--- src/rtl/regfault_pkg.sv ---
// Shared types for the regulator fault supervisor.
package regfault_pkg;
    typedef enum logic [2:0] {
        SUP_IDLE      = 3'd0,
        SUP_SOFTSTART = 3'd1,
        SUP_RUN       = 3'd2,
        SUP_OV_PD     = 3'd3,
        SUP_LATCHED   = 3'd4
    } sup_state_t;
endpackage

--- src/rtl/fault_persist_timer.sv ---
// Persistence timer: counts consecutive armed cycles with cond high and
// flags trip on the HOLD_CYCLES-th such cycle. Any low cond or disarm
// restarts the count. Assumes HOLD_CYCLES >= 1.
module fault_persist_timer #(
    parameter int HOLD_CYCLES = 16
) (
    input  logic clk,
    input  logic rst_n,
    input  logic arm,
    input  logic cond,
    output logic trip
);
    localparam int CW = $clog2(HOLD_CYCLES + 1);
    localparam logic [CW-1:0] LIMIT = CW'(HOLD_CYCLES - 1);

    logic [CW-1:0] cnt;

    // Count the run length of cond, saturating at LIMIT.
    always_ff @(posedge clk) begin
        if (!rst_n)
            cnt <= '0;
        else if (!arm || !cond)
            cnt <= '0;
        else if (cnt != LIMIT)
            cnt <= cnt + 1'b1;
    end

    // Trip once the run has reached the hold length.
    assign trip = arm && cond && (cnt == LIMIT);

    assert_cnt_bounded_R4: assert property (@(posedge clk) disable iff (!rst_n)
        cnt <= LIMIT);
    assert_cnt_restart_R5: assert property (@(posedge clk) disable iff (!rst_n)
        !cond |=> (cnt == '0));
endmodule

--- src/rtl/vout_window.sv ---
// Window comparator: classifies vout against target with separate
// under- and overvoltage margins, plus a below-target flag for ending
// the pull-down. Uses one extra bit so the sums cannot wrap.
module vout_window #(
    parameter int CODE_W    = 8,
    parameter int UV_MARGIN = 13,
    parameter int OV_MARGIN = 13
) (
    input  logic              clk,
    input  logic              rst_n,
    input  logic [CODE_W-1:0] vout_code,
    input  logic [CODE_W-1:0] target_code,
    output logic              uv,
    output logic              ov,
    output logic              below_target
);
    localparam int XW = CODE_W + 1;
    localparam logic [XW-1:0] UV_M = XW'(UV_MARGIN);
    localparam logic [XW-1:0] OV_M = XW'(OV_MARGIN);

    logic [XW-1:0] v_x, t_x;

    // Widen both codes and compare against the offset limits.
    always_comb begin
        v_x          = {1'b0, vout_code};
        t_x          = {1'b0, target_code};
        uv           = (v_x + UV_M) < t_x;
        ov           = v_x > (t_x + OV_M);
        below_target = v_x < t_x;
    end

    assert_window_exclusive_R7: assert property (@(posedge clk) disable iff (!rst_n)
        !(uv && ov));
    assert_ov_not_below_R8: assert property (@(posedge clk) disable iff (!rst_n)
        ov |-> !below_target);
endmodule

--- src/rtl/regfault_supervisor.sv ---
// Fault supervisor for a multiphase regulator. It times the overcurrent
// and unbalance flags, takes way-overcurrent, thermal and voltage-window
// faults at once, sequences pull-down before tri-state on overvoltage,
// and latches faults until enable drops or reset. Assumes the flags are
// already synchronous to clk.
module regfault_supervisor #(
    parameter int CODE_W       = 8,
    parameter int UV_MARGIN    = 13,
    parameter int OV_MARGIN    = 13,
    parameter int OC_CYCLES    = 1188,
    parameter int UNBAL_CYCLES = 125000,
    parameter int SS_CYCLES    = 1250
) (
    input  logic              clk,
    input  logic              rst_n,
    input  logic              enable,
    input  logic              oc_flag,
    input  logic              unbal_flag,
    input  logic              woc_flag,
    input  logic              therm_flag,
    input  logic [CODE_W-1:0] vout_code,
    input  logic [CODE_W-1:0] target_code,
    output logic              pgood,
    output logic              pwm_tristate,
    output logic              pulldown_en,
    output logic              softstart_go
);
    import regfault_pkg::*;

    sup_state_t state, state_nx;
    logic monitor, oc_trip, unbal_trip, ss_done;
    logic uv, ov, below_target, hard_fault;

    // Timers run only while the supervisor is watching the output.
    assign monitor = (state == SUP_SOFTSTART) || (state == SUP_RUN);

    fault_persist_timer #(.HOLD_CYCLES(OC_CYCLES)) u_oc_timer (
        .clk(clk), .rst_n(rst_n), .arm(monitor), .cond(oc_flag), .trip(oc_trip));

    fault_persist_timer #(.HOLD_CYCLES(UNBAL_CYCLES)) u_unbal_timer (
        .clk(clk), .rst_n(rst_n), .arm(monitor), .cond(unbal_flag), .trip(unbal_trip));

    fault_persist_timer #(.HOLD_CYCLES(SS_CYCLES)) u_ss_timer (
        .clk(clk), .rst_n(rst_n), .arm(state == SUP_SOFTSTART), .cond(1'b1),
        .trip(ss_done));

    vout_window #(.CODE_W(CODE_W), .UV_MARGIN(UV_MARGIN), .OV_MARGIN(OV_MARGIN)) u_window (
        .clk(clk), .rst_n(rst_n), .vout_code(vout_code), .target_code(target_code),
        .uv(uv), .ov(ov), .below_target(below_target));

    // Collect the faults that go straight to the latched state.
    assign hard_fault = woc_flag || therm_flag || oc_trip || unbal_trip
                     || (uv && (state == SUP_RUN));

    // Next-state selection; enable low overrides everything.
    always_comb begin
        state_nx = state;
        if (!enable) begin
            state_nx = SUP_IDLE;
        end else begin
            unique case (state)
                SUP_IDLE:      state_nx = SUP_SOFTSTART;
                SUP_SOFTSTART: if (ov) state_nx = SUP_OV_PD;
                               else if (hard_fault) state_nx = SUP_LATCHED;
                               else if (ss_done) state_nx = SUP_RUN;
                SUP_RUN:       if (ov) state_nx = SUP_OV_PD;
                               else if (hard_fault) state_nx = SUP_LATCHED;
                SUP_OV_PD:     if (below_target) state_nx = SUP_LATCHED;
                SUP_LATCHED:   state_nx = SUP_LATCHED;
                default:       state_nx = SUP_IDLE;
            endcase
        end
    end

    // State register with power-on reset.
    always_ff @(posedge clk) begin
        if (!rst_n) state <= SUP_IDLE;
        else        state <= state_nx;
    end

    // One-cycle soft-start request on leaving idle.
    always_ff @(posedge clk) begin
        if (!rst_n) softstart_go <= 1'b0;
        else        softstart_go <= (state == SUP_IDLE) && (state_nx == SUP_SOFTSTART);
    end

    // Output decode from the state.
    assign pgood        = (state == SUP_RUN);
    assign pwm_tristate = (state == SUP_IDLE) || (state == SUP_LATCHED);
    assign pulldown_en  = (state == SUP_OV_PD);

    assert_pgood_needs_enable_R3: assert property (@(posedge clk) disable iff (!rst_n)
        pgood |-> $past(enable));
    assert_go_single_R2: assert property (@(posedge clk) disable iff (!rst_n)
        softstart_go |=> !softstart_go);
    assert_latch_holds_R10: assert property (@(posedge clk) disable iff (!rst_n)
        (state == SUP_LATCHED && enable) |=> (state == SUP_LATCHED));
    assert_pd_ends_tristate_R9: assert property (@(posedge clk) disable iff (!rst_n)
        ($fell(pulldown_en) && $past(enable)) |-> pwm_tristate);
    assert_disable_clears_R11: assert property (@(posedge clk) disable iff (!rst_n)
        !enable |=> (pwm_tristate && !pgood && !pulldown_en));
endmodule

--- config.mk ---
export PLATFORM = sky130hd
export DESIGN_NAME = regfault_supervisor
export DESIGN_NICKNAME = d
export VERILOG_FILES = /design/src/rtl/regfault_pkg.sv /design/src/rtl/fault_persist_timer.sv /design/src/rtl/vout_window.sv /design/src/rtl/regfault_supervisor.sv
export SDC_FILE = /design/constraint.sdc
export NUM_CORES = 1
export LEC_CHECK = 0
export BUFFER_PORTS_ARGS = -buffer_cell sky130_fd_sc_hd__buf_2
export CORE_UTILIZATION = 43
export DETAILED_ROUTE_END_ITERATION = 10
export GPL_TIMING_DRIVEN = 0
export PLACE_DENSITY = 0.66
export RECOVER_POWER = 50
export REMOVE_ABC_BUFFERS = 1
export SETUP_SLACK_MARGIN = 0.3
export SYNTH_ARGS = -nofsm -noshare
export SYNTH_HDL_FRONTEND = slang
export SYNTH_SLANG_ARGS = --single-unit
--- constraint.sdc ---
create_clock -name clk -period 4.5 [get_ports clk]
set_input_delay 0.45 -clock clk [delete_from_list [all_inputs] [get_ports clk]]
set_output_delay 0.45 -clock clk [all_outputs]
set_load 0.03 [all_outputs]
Word level (Yosys, flattened, before mapping)
Cells that the tools add are included.

Register bits after elaboration: 43. Input port bits: 23. Word-level logic and storage cells: 55. Output and inout bits: 4.

$lt $le $gt $ge: 3. Reductions and logical operators: 22. Equal/unequal tests: 11. $add $sub $neg: 5. Multiplexer cells: 8. Bitwise gates (word level): 1.

Operator list (number): $add A11 B1 Y11 const B (2); $eq A11 B11 Y1 const B (2); $ne A11 B11 Y1 const B (2); $mux W3 (7); $add A8 B4 Y9 const B (2); $add A17 B1 Y17 const B (1); $eq A17 B17 Y1 const B (1); $ne A17 B17 Y1 const B (1); $pmux W3 S5 (1); $gt A8 B9 Y1 (1); $lt A9 B8 Y1 (1); $logic_or A1 B1 Y1 (8); $lt A8 B8 Y1 (1); $logic_and A1 B1 Y1 (7); $eq A3 B1 Y1 const B (2); $eq A3 B2 Y1 const B (2); $reduce_or A2 Y1 (2); $eq A3 B3 Y1 const B (1); $logic_not A1 Y1 (3); $logic_not A3 Y1 (1); $reduce_and A2 Y1 (1); $not A1 Y1 (1).

Depth between registers and ports, before layout
Gate-level depths: netlist of run 1.

Depth after elaboration: 13. Depth in mapped cells: 11. Gate-level depth less buffers: 11.

Modules after synthesis
From an unflattened synthesis of run 1, not the netlist that was laid out.

Cells, all modules: 350. Area total of the unflattened synthesis: 2980.4 sq um.

Modules (own cells, without submodules): fault_persist_timer at u_unbal_timer (cells an instance 94, instances 1, sequential area each 340.3 sq um, area each 847.1 sq um); vout_window (cells an instance 93, instances 1, sequential area each 0.0 sq um, area each 739.5 sq um); fault_persist_timer at u_ss_timer (cells an instance 64, instances 1, sequential area each 220.2 sq um, area each 546.8 sq um); fault_persist_timer at u_oc_timer (cells an instance 62, instances 1, sequential area each 220.2 sq um, area each 539.3 sq um); regfault_supervisor (cells an instance 37, instances 1, sequential area each 80.1 sq um, area each 307.8 sq um).

Worst setup path after synthesis of run 1
OpenSTA, ideal clock, no wires.

Path kind: input-to-reg. Start: input target_code[0]. End: register state[0]. Setup slack: 1.901 ns. Data arrival time: 2.476 ns. Buffers on the path: 0. Cell stages on the path: 10. Library setup time: 0.122 ns. Required time: 4.378 ns. Cells stage by stage: ha_1 -> or3_1 -> and3_1 -> xnor2_1 -> ha_1 -> nand4_1 -> a21oi_1 -> o41ai_1 -> o22ai_1 -> a311o_1.

Word-level cells in the longest chain between the ends: 7. Elaborated cells between the ends (all ways): 13. Classes of those cells: add/sub (1); order compare (3); mux (7); reduce/logical (2).

RTL lines: start: declaration (RTL line regfault_supervisor.sv:22) `input logic [CODE_W-1:0] target_code,`; parallel branches: the longest is 5 deep, another holds $add A8 B4 Y9; $pmux W3 S5 (*) (RTL line regfault_supervisor.sv:61) `unique case (state)`; $mux W3 (*) (RTL line regfault_supervisor.sv:58) `if (!enable) begin`; end signal: assignment (RTL line regfault_supervisor.sv:78) `else state <= state_nx;`; end: declaration (RTL line regfault_supervisor.sv:30) `sup_state_t state, state_nx;`.

Every way passes the cells marked *. A chain may end at the register's enable or synchronous reset.

Final worst setup path of run 1
Same ends and word-level chain as after synthesis.

==> impl_metrics.ini, run 1 <==
[setup_path]
worstSetupPathType = input pin to register
most_frequent_cell_on_the_critical_path = sky130_fd_sc_hd__ha_1
max_stage_delay_ns = 0.48
cp-end-kind = register
worstPathBufferInverterCount = 1
cpMaxStageDelayCell = sky130_fd_sc_hd__o41ai_1
critical_path.max_fanout = 5
critical_path_data_required_time_ns = 4.69
cp.arrival_ns = 2.95
regToRegSetupSlack_ns = 2.43
worstSetupStartpointType = input pin
reg2reg_launch_point = u_unbal_timer.cnt[7]$_SDFFE_PP0N_
worst_r2r_endpoint = u_unbal_timer.cnt[9]$_SDFFE_PP0N_
crit_path_cell_trace = buf_2, ha_1, or3_1, and3_1, xnor2_1, ha_1, nand4_1, a21oi_1, o41ai_1, o22ai_1, a311o_1
timing.critical_path.max_delay_family = compound AO/OA/AOI/OAI gates
worstRegToRegCells = 6

[global_route]
number_of_global_route_vias_before_repair = 1996
first_pass_grt_wire_length_mm = 8.611
grt_start_max_net_pins = 18
grt_antenna_before_repair = 0
grt_util_all_layers_pct = 16.67
gr-total-overflow = 0

[timing]
finalClockSkew_ns = 0.005271
setup-violations-final = 0
hold_violation_total_from_the_final_report = 0
max_slew.worst_pin.slew_ns = 0.6241
hold_ws_ns = 0.5084
final_tns_setup_ns = 0
period_share_pct = 61.43
max_freq_mhz = 361.7
final_period_minus_worst_setup_slack_ns = 2.764
max_slew_margin_pct = 58.28
layout_setup_ws_ns = 1.736
setup_repair_after_global_routing_missed_its_margin = no
slew_viol_final = 0

[cells_and_area]
areaGrowthSynthToFinish_pct = 12.82
instances_no_fill = 418
layout-drive-gt1-share_pct = 10.50
antenna_cells_inserted = 0
final-seq-area_sq_um = 860.8
final_util_pct = 50.67
nFillCells = 593
final_cell_mix = sky130_fd_sc_hd__nor2_1, sky130_fd_sc_hd__dfxtp_1, sky130_fd_sc_hd__ha_1
layout_commonest_cell = sky130_fd_sc_hd__nor2_1
layout.cell_area.non_filler_sq_um = 3018
multi_input_area_sq_um = 1758
finish.net_count = 395

[route]
detail_route.iter0.violations = 99
totalWireLength_mm = 4.857
num_vias = 2161
detail_route.wl_per_cell_um = 11.62
detail_route.drc_violations = 0
firstDrtPassIters = 4
route.antenna.remaining_nets = 0
drt-vias-per-instance = 5.170

[power_and_ir_drop]
total_power_mw = 0.8600
p_per_area_nw_per_um2 = 285.0
p_leak_nw = 1.212
ir_drop_mv = 0.1412

[worst_hold_path]
whs_endpoint = softstart_go$_SDFF_PN0_
min_delay_path_depth = 3
timing.hold.worst.start = enable
worstHoldPathType = input pin to register

[synth]
post_synth_mux_area_share_pct = 1.590
area_share_of_xor_xnor_cells_in_the_synthesized_design_pct = 14.73
synthTopCellsByArea = sky130_fd_sc_hd__dfxtp_1, sky130_fd_sc_hd__ha_1, sky130_fd_sc_hd__xor2_1, sky130_fd_sc_hd__nor2_1, sky130_fd_sc_hd__xnor2_1
synth.avg_cell_area_sq_um = 8.574
synth_top_family_by_area = simple AND/OR/NAND/NOR gates
ys_ff_latch = 43
yosys.area_share.adder_pct = 14.03
mappedNetlistArea_sq_um = 2675
netlist-cell-type-count = 41
area_share_of_the_largest_cell_type_after_synthesis_pct = 32.18
basic_gate_share_of_the_synthesized_area_counting_and_or_nand_and_nor_cells_pct = 27.78
yosys_warnings = 0
synthCells = 312
synth.yosys.seq_area_share_pct = 32.18
synth_enable_flop_cells = 0
synth_compound_gate_area_share_pct = 7.577
async_flop_share_pct = 0
yosys.area.top_type = sky130_fd_sc_hd__dfxtp_1
synth_ff_type = sky130_fd_sc_hd__dfxtp_1

[outcome]
run_status = finished clean

[die]
floorplan.core_area_sq_um = 5956
boundaryPins = 27
fp.dieW_um = 80.88
std_cell_rows = 28
die_h_um = 80.88
start_util_pct = 44.92
die_outline_area_sq_um = 6541

[place]
placed_cell_area_sq_um = 2888
place.detailed.instances = 410
place.detailed.hpwl_mm = 3.809
numPortBuffers = 26
finalWeightedCongestion = 0.8463
pre_cts_slack_ns = 1.400

[clock_tree]
root_buffer = sky130_fd_sc_hd__clkbuf_8
cts_htree_levels = 2
tritoncts.num_buffers = 5
post_cts_buffers = 0
clock_tree.buffer_depth = 2
clkLatencyLatePin_ns = 0.29
tritoncts = done
cts.sink_count = 43
post_cts_hold_buffer_count = 0
clkSlewWorstSetupHoldPaths_ns = 0.08
post_cts_resize_count = 0

[job]
drv_cap = 0
-- worst max path at each step --
stage,from,endpoint,slack [ns],depth (start not counted)
floorplan,target_code[0],state[0]$_SDFF_PN0_,1.90,10
global placement,target_code[0],state[0]$_SDFF_PN0_,1.41,11
detailed placement,target_code[0],state[0]$_SDFF_PN0_,1.40,11
CTS,target_code[0],state[0]$_SDFF_PN0_,1.70,11
global route,target_code[0],state[0]$_SDFF_PN0_,1.54,11
finish,target_code[0],state[0]$_SDFF_PN0_,1.74,11
-- registers in the layout (all words and copies together), names as in the netlist --
signal and cells:
softstart_go 1, u_ss_timer.cnt 11, u_unbal_timer.cnt 17, u_oc_timer.cnt 11, state 3
-- routing by layer --
layer / GRT usage [%] / part of all wire, %
met1: 21.27 / 52
met2: 28.07 / 44
met3: 3.483 / 2.6
met4: 4.821 / 1.3
met5: 0 / 0
-- cells by family (layout without fill, tap and decap cells) --
| logic type | after synthesis | in the layout |
|---|---|---|
| multiplexers | 4 | 4 |
| buffers and inverters | 15 | 46 |
| XOR/XNOR | 45 | 45 |
| AND/OR/NAND/NOR | 144 | 144 |
| adder cells (fa/ha/maj) | 30 | 30 |
| AO/OA/AOI/OAI | 31 | 31 |
| flip-flops | 43 | 43 |
-- worst register-to-register path, cell delays in order (launching register included) --
cell	delay [ns]
sky130_fd_sc_hd__dfxtp_1	0.36
sky130_fd_sc_hd__or4b_1	0.58
sky130_fd_sc_hd__nor4_4	0.45
sky130_fd_sc_hd__nor3_2	0.15
sky130_fd_sc_hd__and3_1	0.22
sky130_fd_sc_hd__xnor2_1	0.13
sky130_fd_sc_hd__nor2_1	0.05
-- area by class of cell --
cell class | instances | share of cell area (%)
clock buffers | 6 | 2.405
flip-flops and latches | 43 | 28.52
well taps | 75 | 3.109
clock inverters | 2 | 1.990
multi-input cells | 254 | 58.25
inverters | 12 | 1.493
repair buffers | 26 | 4.229
-- where the power goes --
| group | switching [mW] | internal [mW] | leakage [nW] |
|---|---|---|---|
| clock network | 0.128 | 0.222 | 0.0654 |
| registers | 0.00578 | 0.385 | 0.347 |
| logic | 0.0685 | 0.0515 | 0.800 |
| total | 0.202 | 0.658 | 1.21 |
-- cell usage after synthesis, types with 3 or more instances --
master	count
sky130_fd_sc_hd__nor2_1	50
sky130_fd_sc_hd__dfxtp_1	43
sky130_fd_sc_hd__ha_1	30
sky130_fd_sc_hd__xor2_1	25
sky130_fd_sc_hd__nand2_1	23
sky130_fd_sc_hd__nand3_1	21
sky130_fd_sc_hd__xnor2_1	20
sky130_fd_sc_hd__inv_1	12
sky130_fd_sc_hd__and3_1	9
sky130_fd_sc_hd__nand4_1	9
sky130_fd_sc_hd__nor3_1	7
sky130_fd_sc_hd__o21ai_0	6
sky130_fd_sc_hd__a21oi_1	5
sky130_fd_sc_hd__nand2b_1	5
sky130_fd_sc_hd__a211oi_1	4
sky130_fd_sc_hd__and4_1	3
sky130_fd_sc_hd__clkbuf_1	3
sky130_fd_sc_hd__nor2b_1	3
sky130_fd_sc_hd__nor4b_1	3
sky130_fd_sc_hd__o22ai_1	3
(Power assumes the default switching activity.)
==> inputs of run 2 (changes only) <==
--- a/config.mk
+++ b/config.mk
@@ -9,7 +9,7 @@
 export CORE_UTILIZATION = 43
 export DETAILED_ROUTE_END_ITERATION = 10
 export GPL_TIMING_DRIVEN = 0
-export PLACE_DENSITY = 0.66
+export PLACE_DENSITY = 0.69
 export RECOVER_POWER = 50
 export REMOVE_ABC_BUFFERS = 1
 export SETUP_SLACK_MARGIN = 0.3
==> constraint.sdc (replaced) <==
create_clock -name clk -period 2.5 [get_ports clk]
set_input_delay 0.25 -clock clk [delete_from_list [all_inputs] [get_ports clk]]
set_output_delay 0.25 -clock clk [all_outputs]
set_load 0.03 [all_outputs]
==> run 2 against run 1 <==
Clock power is 53% higher; largest cell class unchanged; clock skew up 0.0084 ns; highest routed layer unchanged; critical path type unchanged; register-to-register slack got worse by 2.0 ns.
==> impl_metrics.ini, run 2 (synthesis results as in run 1) <==
[place]
place.detailed.instances = 410
finalWeightedCongestion = 0.8463
place.detailed.hpwl_mm = 3.834
placed_cell_area_sq_um = 2888
numPortBuffers = 26

[clock_tree]
tritoncts.num_buffers = 5
clkSlewWorstSetupHoldPaths_ns = 0.07
cts_htree_levels = 2
clkLatencyLatePin_ns = 0.30
clock_tree.buffer_depth = 2
root_buffer = sky130_fd_sc_hd__clkbuf_8
tritoncts = done
cts.sink_count = 43

[cells_and_area]
layout_commonest_cell = sky130_fd_sc_hd__nor2_1
largest_registers = u_unbal_timer.cnt x17, u_oc_timer.cnt x11, u_ss_timer.cnt x11
finish.net_count = 399
areaGrowthSynthToFinish_pct = 16.51
instances_no_fill = 422
final_cell_mix = sky130_fd_sc_hd__nor2_1, sky130_fd_sc_hd__dfxtp_1, sky130_fd_sc_hd__ha_1
flip_flop_count_of_the_largest_register_all_copies_and_words_added = 17
antenna_cells_inserted = 0
layout.cell_area.non_filler_sq_um = 3117
layout-drive-gt1-share_pct = 14.41
top_register = u_unbal_timer.cnt

[timing]
slew_viol_final = 0
max_slew_margin_pct = 59.05
setup-violations-final = 0
max_slew.worst_pin.slew_ns = 0.6125
finalClockSkew_ns = 0.01366
period_share_pct = 92.25
max_freq_mhz = 433.6
final_period_minus_worst_setup_slack_ns = 2.306
hold_violation_total_from_the_final_report = 0
setup_repair_after_global_routing_missed_its_margin = yes

[route]
num_vias = 2170
detail_route.wl_per_cell_um = 11.78
firstDrtPassIters = 4
detail_route.iter0.violations = 51
drt-vias-per-instance = 5.142
route.antenna.remaining_nets = 0
detail_route.drc_violations = 0
totalWireLength_mm = 4.973

[power_and_ir_drop]
p_per_area_nw_per_um2 = 477.6
p_comb_share_pct = 16.7
seq_power_share_pct = 47.2
net-switching-power_mw = 0.3841
total_power_mw = 1.488
p_leak_nw = 1.239
power.share.clock_pct = 36.0
ir_drop_mv = 0.4297
power_switching_share_pct = 25.81
internal-power_mw = 1.104

[setup_path]
cp.arrival_ns = 2.48
max_stage_delay_ns = 0.44
worstSetupPathType = input pin to register
cpMaxStageDelayCell = sky130_fd_sc_hd__o41ai_2
worstSetupStartpointType = input pin
critical_path.max_fanout = 4
critical_path_data_required_time_ns = 2.68
crit_path_cell_trace = buf_8, ha_4, or3_4, and3_4, xnor2_2, ha_1, o21ai_1, nor2_1, o41ai_2, o22ai_2, a311o_1
worstPathBufferInverterCount = 1
cp-end-kind = register
timing.critical_path.max_delay_family = compound AO/OA/AOI/OAI gates

[die]
fp.dieW_um = 80.88
std_cell_rows = 28
floorplan.core_area_sq_um = 5956
die_outline_area_sq_um = 6541
boundaryPins = 27
start_util_pct = 44.92
die_h_um = 80.88

[global_route]
number_of_global_route_vias_before_repair = 1995
grt_util_all_layers_pct = 16.43
first_pass_grt_wire_length_mm = 8.473
grt_start_max_net_pins = 18
gr-total-overflow = 0
grt_antenna_before_repair = 0

[worst_hold_path]
worstHoldPathType = input pin to register

[job]
drv_cap = 0

[outcome]
run_status = finished clean
-- run 2: cell types whose count changed in the layout (fill, tap and decap cells not counted), moves of 2 or more --
cell / change
sky130_fd_sc_hd__buf_4: +3
sky130_fd_sc_hd__o22ai_2: +2
sky130_fd_sc_hd__buf_2: -4
sky130_fd_sc_hd__buf_6: +2
sky130_fd_sc_hd__o22ai_1: -2
-- run 2: repair_timing --
item,in CTS,in global routing
resized for setup,7,12
pin swaps,5,8
setup endpoints to repair,3,4
hold buffers,0,0
buffers inserted,1,3
-- run 2: area by class of cell --
type / count / area [sq um]
inverter: 12 / 45.04
clock buffer: 5 / 68.82
multi-input combinational: 254 / 1829
sequential: 43 / 860.8
fill: 564 / 2839
timing repair buffer: 30 / 175.2
clock inverter: 3 / 43.79
tap: 75 / 93.84
-- run 2: path summary, 6_finish.rpt --
check                                    start                                 to  slack [ns]  depth (start not counted)
max                             target_code[0]                state[0]$_SDFF_PN0_        0.19                         11
min                                     enable            softstart_go$_SDFF_PN0_        0.31                          3
max reg2reg  u_unbal_timer.cnt[7]$_SDFFE_PP0N_  u_unbal_timer.cnt[9]$_SDFFE_PP0N_        0.48                          7
min reg2reg    u_oc_timer.cnt[10]$_SDFFE_PP0N_    u_oc_timer.cnt[10]$_SDFFE_PP0N_        0.52                          2
-- run 2: worst reg2reg max path, delay by kind of cell, from the launching register on --
family / cells / cell delay, ns
and+or+nand+nor: 5 / 1.22
DFF: 1 / 0.36
buffers and inverters: 1 / 0.20
xor gates and xnor gates: 1 / 0.13
-- run 2: through the flow --
stage,util (%),hold slack (ns),setup slack [ns],TNS [ns]
finish,52.33,0.3126,0.1937,0
global route,52.33,0.3302,0.1180,0
CTS,51.18,0.2857,0.2245,0
detailed placement,48.49,0.5007,-0.3724,-0.8301
global placement,48.49,0.4972,-0.3239,-0.6726
floorplan,-,0.4506,0.1013,0
-- run 2: routing by layer --
layer | GRT usage (%) | part of all wire [%] | wire length, um | up-vias
met2 | 29.33 | 48 | 2393 | 24
met1 | 20.07 | 49 | 2412 | 974
met4 | 4.821 | 1.3 | 65 | 0
met5 | 0 | 0 | 0 | -
met3 | 2.697 | 2.1 | 102 | 8
li1 | - | - | - | 1164
-- run 2: power groups by stage --
stage          Clock [mW]  Sequential, mW  Combinational [mW]
3_3_place_gp            0           0.719               0.212
3_5_place_dp            0           0.719               0.218
5_1_grt             0.580           0.705               0.284
4_1_cts             0.552           0.703               0.233
6_report            0.536           0.703               0.249
2_1_floorplan           0           0.719               0.148
==> inputs of run 3 (changes only) <==
--- a/config.mk
+++ b/config.mk
@@ -6,10 +6,11 @@
 export NUM_CORES = 1
 export LEC_CHECK = 0
 export BUFFER_PORTS_ARGS = -buffer_cell sky130_fd_sc_hd__buf_2
+export CORE_MARGIN = 2
 export CORE_UTILIZATION = 43
 export DETAILED_ROUTE_END_ITERATION = 10
 export GPL_TIMING_DRIVEN = 0
-export PLACE_DENSITY = 0.69
+export PLACE_DENSITY = 0.63
 export RECOVER_POWER = 50
 export REMOVE_ABC_BUFFERS = 1
 export SETUP_SLACK_MARGIN = 0.3
==> constraint.sdc (replaced) <==
create_clock -name clk -period 2.7 [get_ports clk]
set_input_delay 0.27 -clock clk [delete_from_list [all_inputs] [get_ports clk]]
set_output_delay 0.27 -clock clk [all_outputs]
set_load 0.03 [all_outputs]
==> run 3 against run 2 <==
Sequential power shrank 7.4%; combinational power shrank 14%; clock power shrank 8.4%; utilization shrank 0.67 points; sequential share of layout area grew 0.36 points; via count grew 0.14%; power shrank 8.9%; critical path depth is the same; setup slack gained 0.076 ns; critical path type unchanged.
==> impl_metrics.ini, run 3 (synthesis results as in run 1) <==
[setup_path]
critical_path_data_required_time_ns = 2.87
critical_path.max_fanout = 4
worstSetupStartpointType = input pin
cp.arrival_ns = 2.60
cp-end-kind = register
worstSetupPathType = input pin to register

[place]
placed_cell_area_sq_um = 2888
place.detailed.instances = 410
place.detailed.hpwl_mm = 3.762
numPortBuffers = 26
finalWeightedCongestion = 0.8184
pre_cts_slack_ns = -0.1815

[cells_and_area]
areaGrowthSynthToFinish_pct = 15.01
final_util_pct = 51.66
instances_no_fill = 421
layout-drive-gt1-share_pct = 12.72
final_cell_mix = sky130_fd_sc_hd__nor2_1, sky130_fd_sc_hd__dfxtp_1, sky130_fd_sc_hd__ha_1
largest_registers = u_unbal_timer.cnt x17, u_oc_timer.cnt x11, u_ss_timer.cnt x11
flip_flop_count_of_the_largest_register_all_copies_and_words_added = 17
antenna_cells_inserted = 0
layout.cell_area.non_filler_sq_um = 3077
top_register = u_unbal_timer.cnt
finish.net_count = 398
layout_commonest_cell = sky130_fd_sc_hd__nor2_1

[outcome]
run_status = finished clean

[clock_tree]
clkLatencyLatePin_ns = 0.29
clkSlewWorstSetupHoldPaths_ns = 0.07
clock_tree.buffer_depth = 2
tritoncts.num_buffers = 5
cts.sink_count = 43
root_buffer = sky130_fd_sc_hd__clkbuf_8
cts_htree_levels = 2
tritoncts = done

[route]
detail_route.iter0.violations = 77
firstDrtPassIters = 4
drt-vias-per-instance = 5.162
route.antenna.remaining_nets = 0
totalWireLength_mm = 4.840
num_vias = 2173
detail_route.drc_violations = 0
detail_route.wl_per_cell_um = 11.50

[timing]
slew_viol_final = 0
max_slew.worst_pin.slew_ns = 0.6243
max_slew_margin_pct = 58.27
final_period_minus_worst_setup_slack_ns = 2.430
period_share_pct = 90.00
hold_ws_ns = 0.3158
hold_violation_total_from_the_final_report = 0
layout_setup_ws_ns = 0.2700
finalClockSkew_ns = 0.009037
setup_repair_after_global_routing_missed_its_margin = yes
max_freq_mhz = 411.5
setup-violations-final = 0
final_tns_setup_ns = 0

[die]
start_util_pct = 44.92
fp.dieW_um = 82.88
floorplan.core_area_sq_um = 5956
boundaryPins = 27
std_cell_rows = 28
die_outline_area_sq_um = 6868
die_h_um = 82.88

[worst_hold_path]
worstHoldPathType = input pin to register

[global_route]
grt_util_all_layers_pct = 14.35
gr-total-overflow = 0
grt_antenna_before_repair = 0
first_pass_grt_wire_length_mm = 8.411
grt_start_max_net_pins = 18
number_of_global_route_vias_before_repair = 1984

[power_and_ir_drop]
total_power_mw = 1.355
ir_drop_mv = 0.4196
p_leak_nw = 1.233
p_per_area_nw_per_um2 = 440.6

[job]
drv_cap = 0
## run 3: path summary, 6_finish.rpt
path / startpoint / endpoint / slack (ns) / depth (start not counted)
hold / removal: enable / softstart_go$_SDFF_PN0_ / 0.32 / 3
hold reg to reg: u_oc_timer.cnt[10]$_SDFFE_PP0N_ / u_oc_timer.cnt[10]$_SDFFE_PP0N_ / 0.52 / 2
setup reg to reg: u_unbal_timer.cnt[7]$_SDFFE_PP0N_ / u_unbal_timer.cnt[9]$_SDFFE_PP0N_ / 0.64 / 6
setup / recovery: target_code[0] / state[0]$_SDFF_PN0_ / 0.27 / 11
## run 3: repair_timing
action | CTS | global route
hold buffers | 0 | 0
setup endpoints to repair | 2 | 2
setup buffers | 0 | 3
pin swaps | 1 | 9
gates resized for setup | 1 | 13
## run 3: power breakdown
| part | leakage, nW | internal [mW] | switching (mW) |
|---|---|---|---|
| Combinational | 0.827 | 0.0969 | 0.117 |
| Clock | 0.0581 | 0.275 | 0.216 |
| Sequential | 0.347 | 0.641 | 0.00951 |
| Total | 1.23 | 1.01 | 0.342 |
## run 3: area by class of cell
| class | count | area [sq um] |
|---|---|---|
| well taps | 75 | 93.84 |
| flip-flops and latches | 43 | 860.8 |
| fillers | 576 | 2879 |
| multi-input cells | 254 | 1795 |
| clock buffers | 5 | 68.82 |
| repair buffers | 29 | 168.9 |
| clock inverters | 3 | 43.79 |
| inverters | 12 | 45.04 |
## run 3: critical path, cell delays in order
cell	delay [ns]
sky130_fd_sc_hd__buf_8	0.11
sky130_fd_sc_hd__ha_4	0.15
sky130_fd_sc_hd__or3_4	0.37
sky130_fd_sc_hd__and3_4	0.17
sky130_fd_sc_hd__xnor2_2	0.13
sky130_fd_sc_hd__ha_1	0.32
sky130_fd_sc_hd__o21ai_1	0.08
sky130_fd_sc_hd__nor2_1	0.07
sky130_fd_sc_hd__o41ai_2	0.40
sky130_fd_sc_hd__o22ai_1	0.18
sky130_fd_sc_hd__a311o_1	0.35
## run 3: layer usage
| layer | vias to the layer above | part of all wire (%) | GRT usage [%] |
|---|---|---|---|
| li1 | 1163 | - | - |
| met1 | 987 | 48 | 17.75 |
| met2 | 18 | 49 | 25.00 |
| met3 | 5 | 1.9 | 2.584 |
| met4 | 0 | 1.2 | 4.918 |
| met5 | - | 0 | 0 |
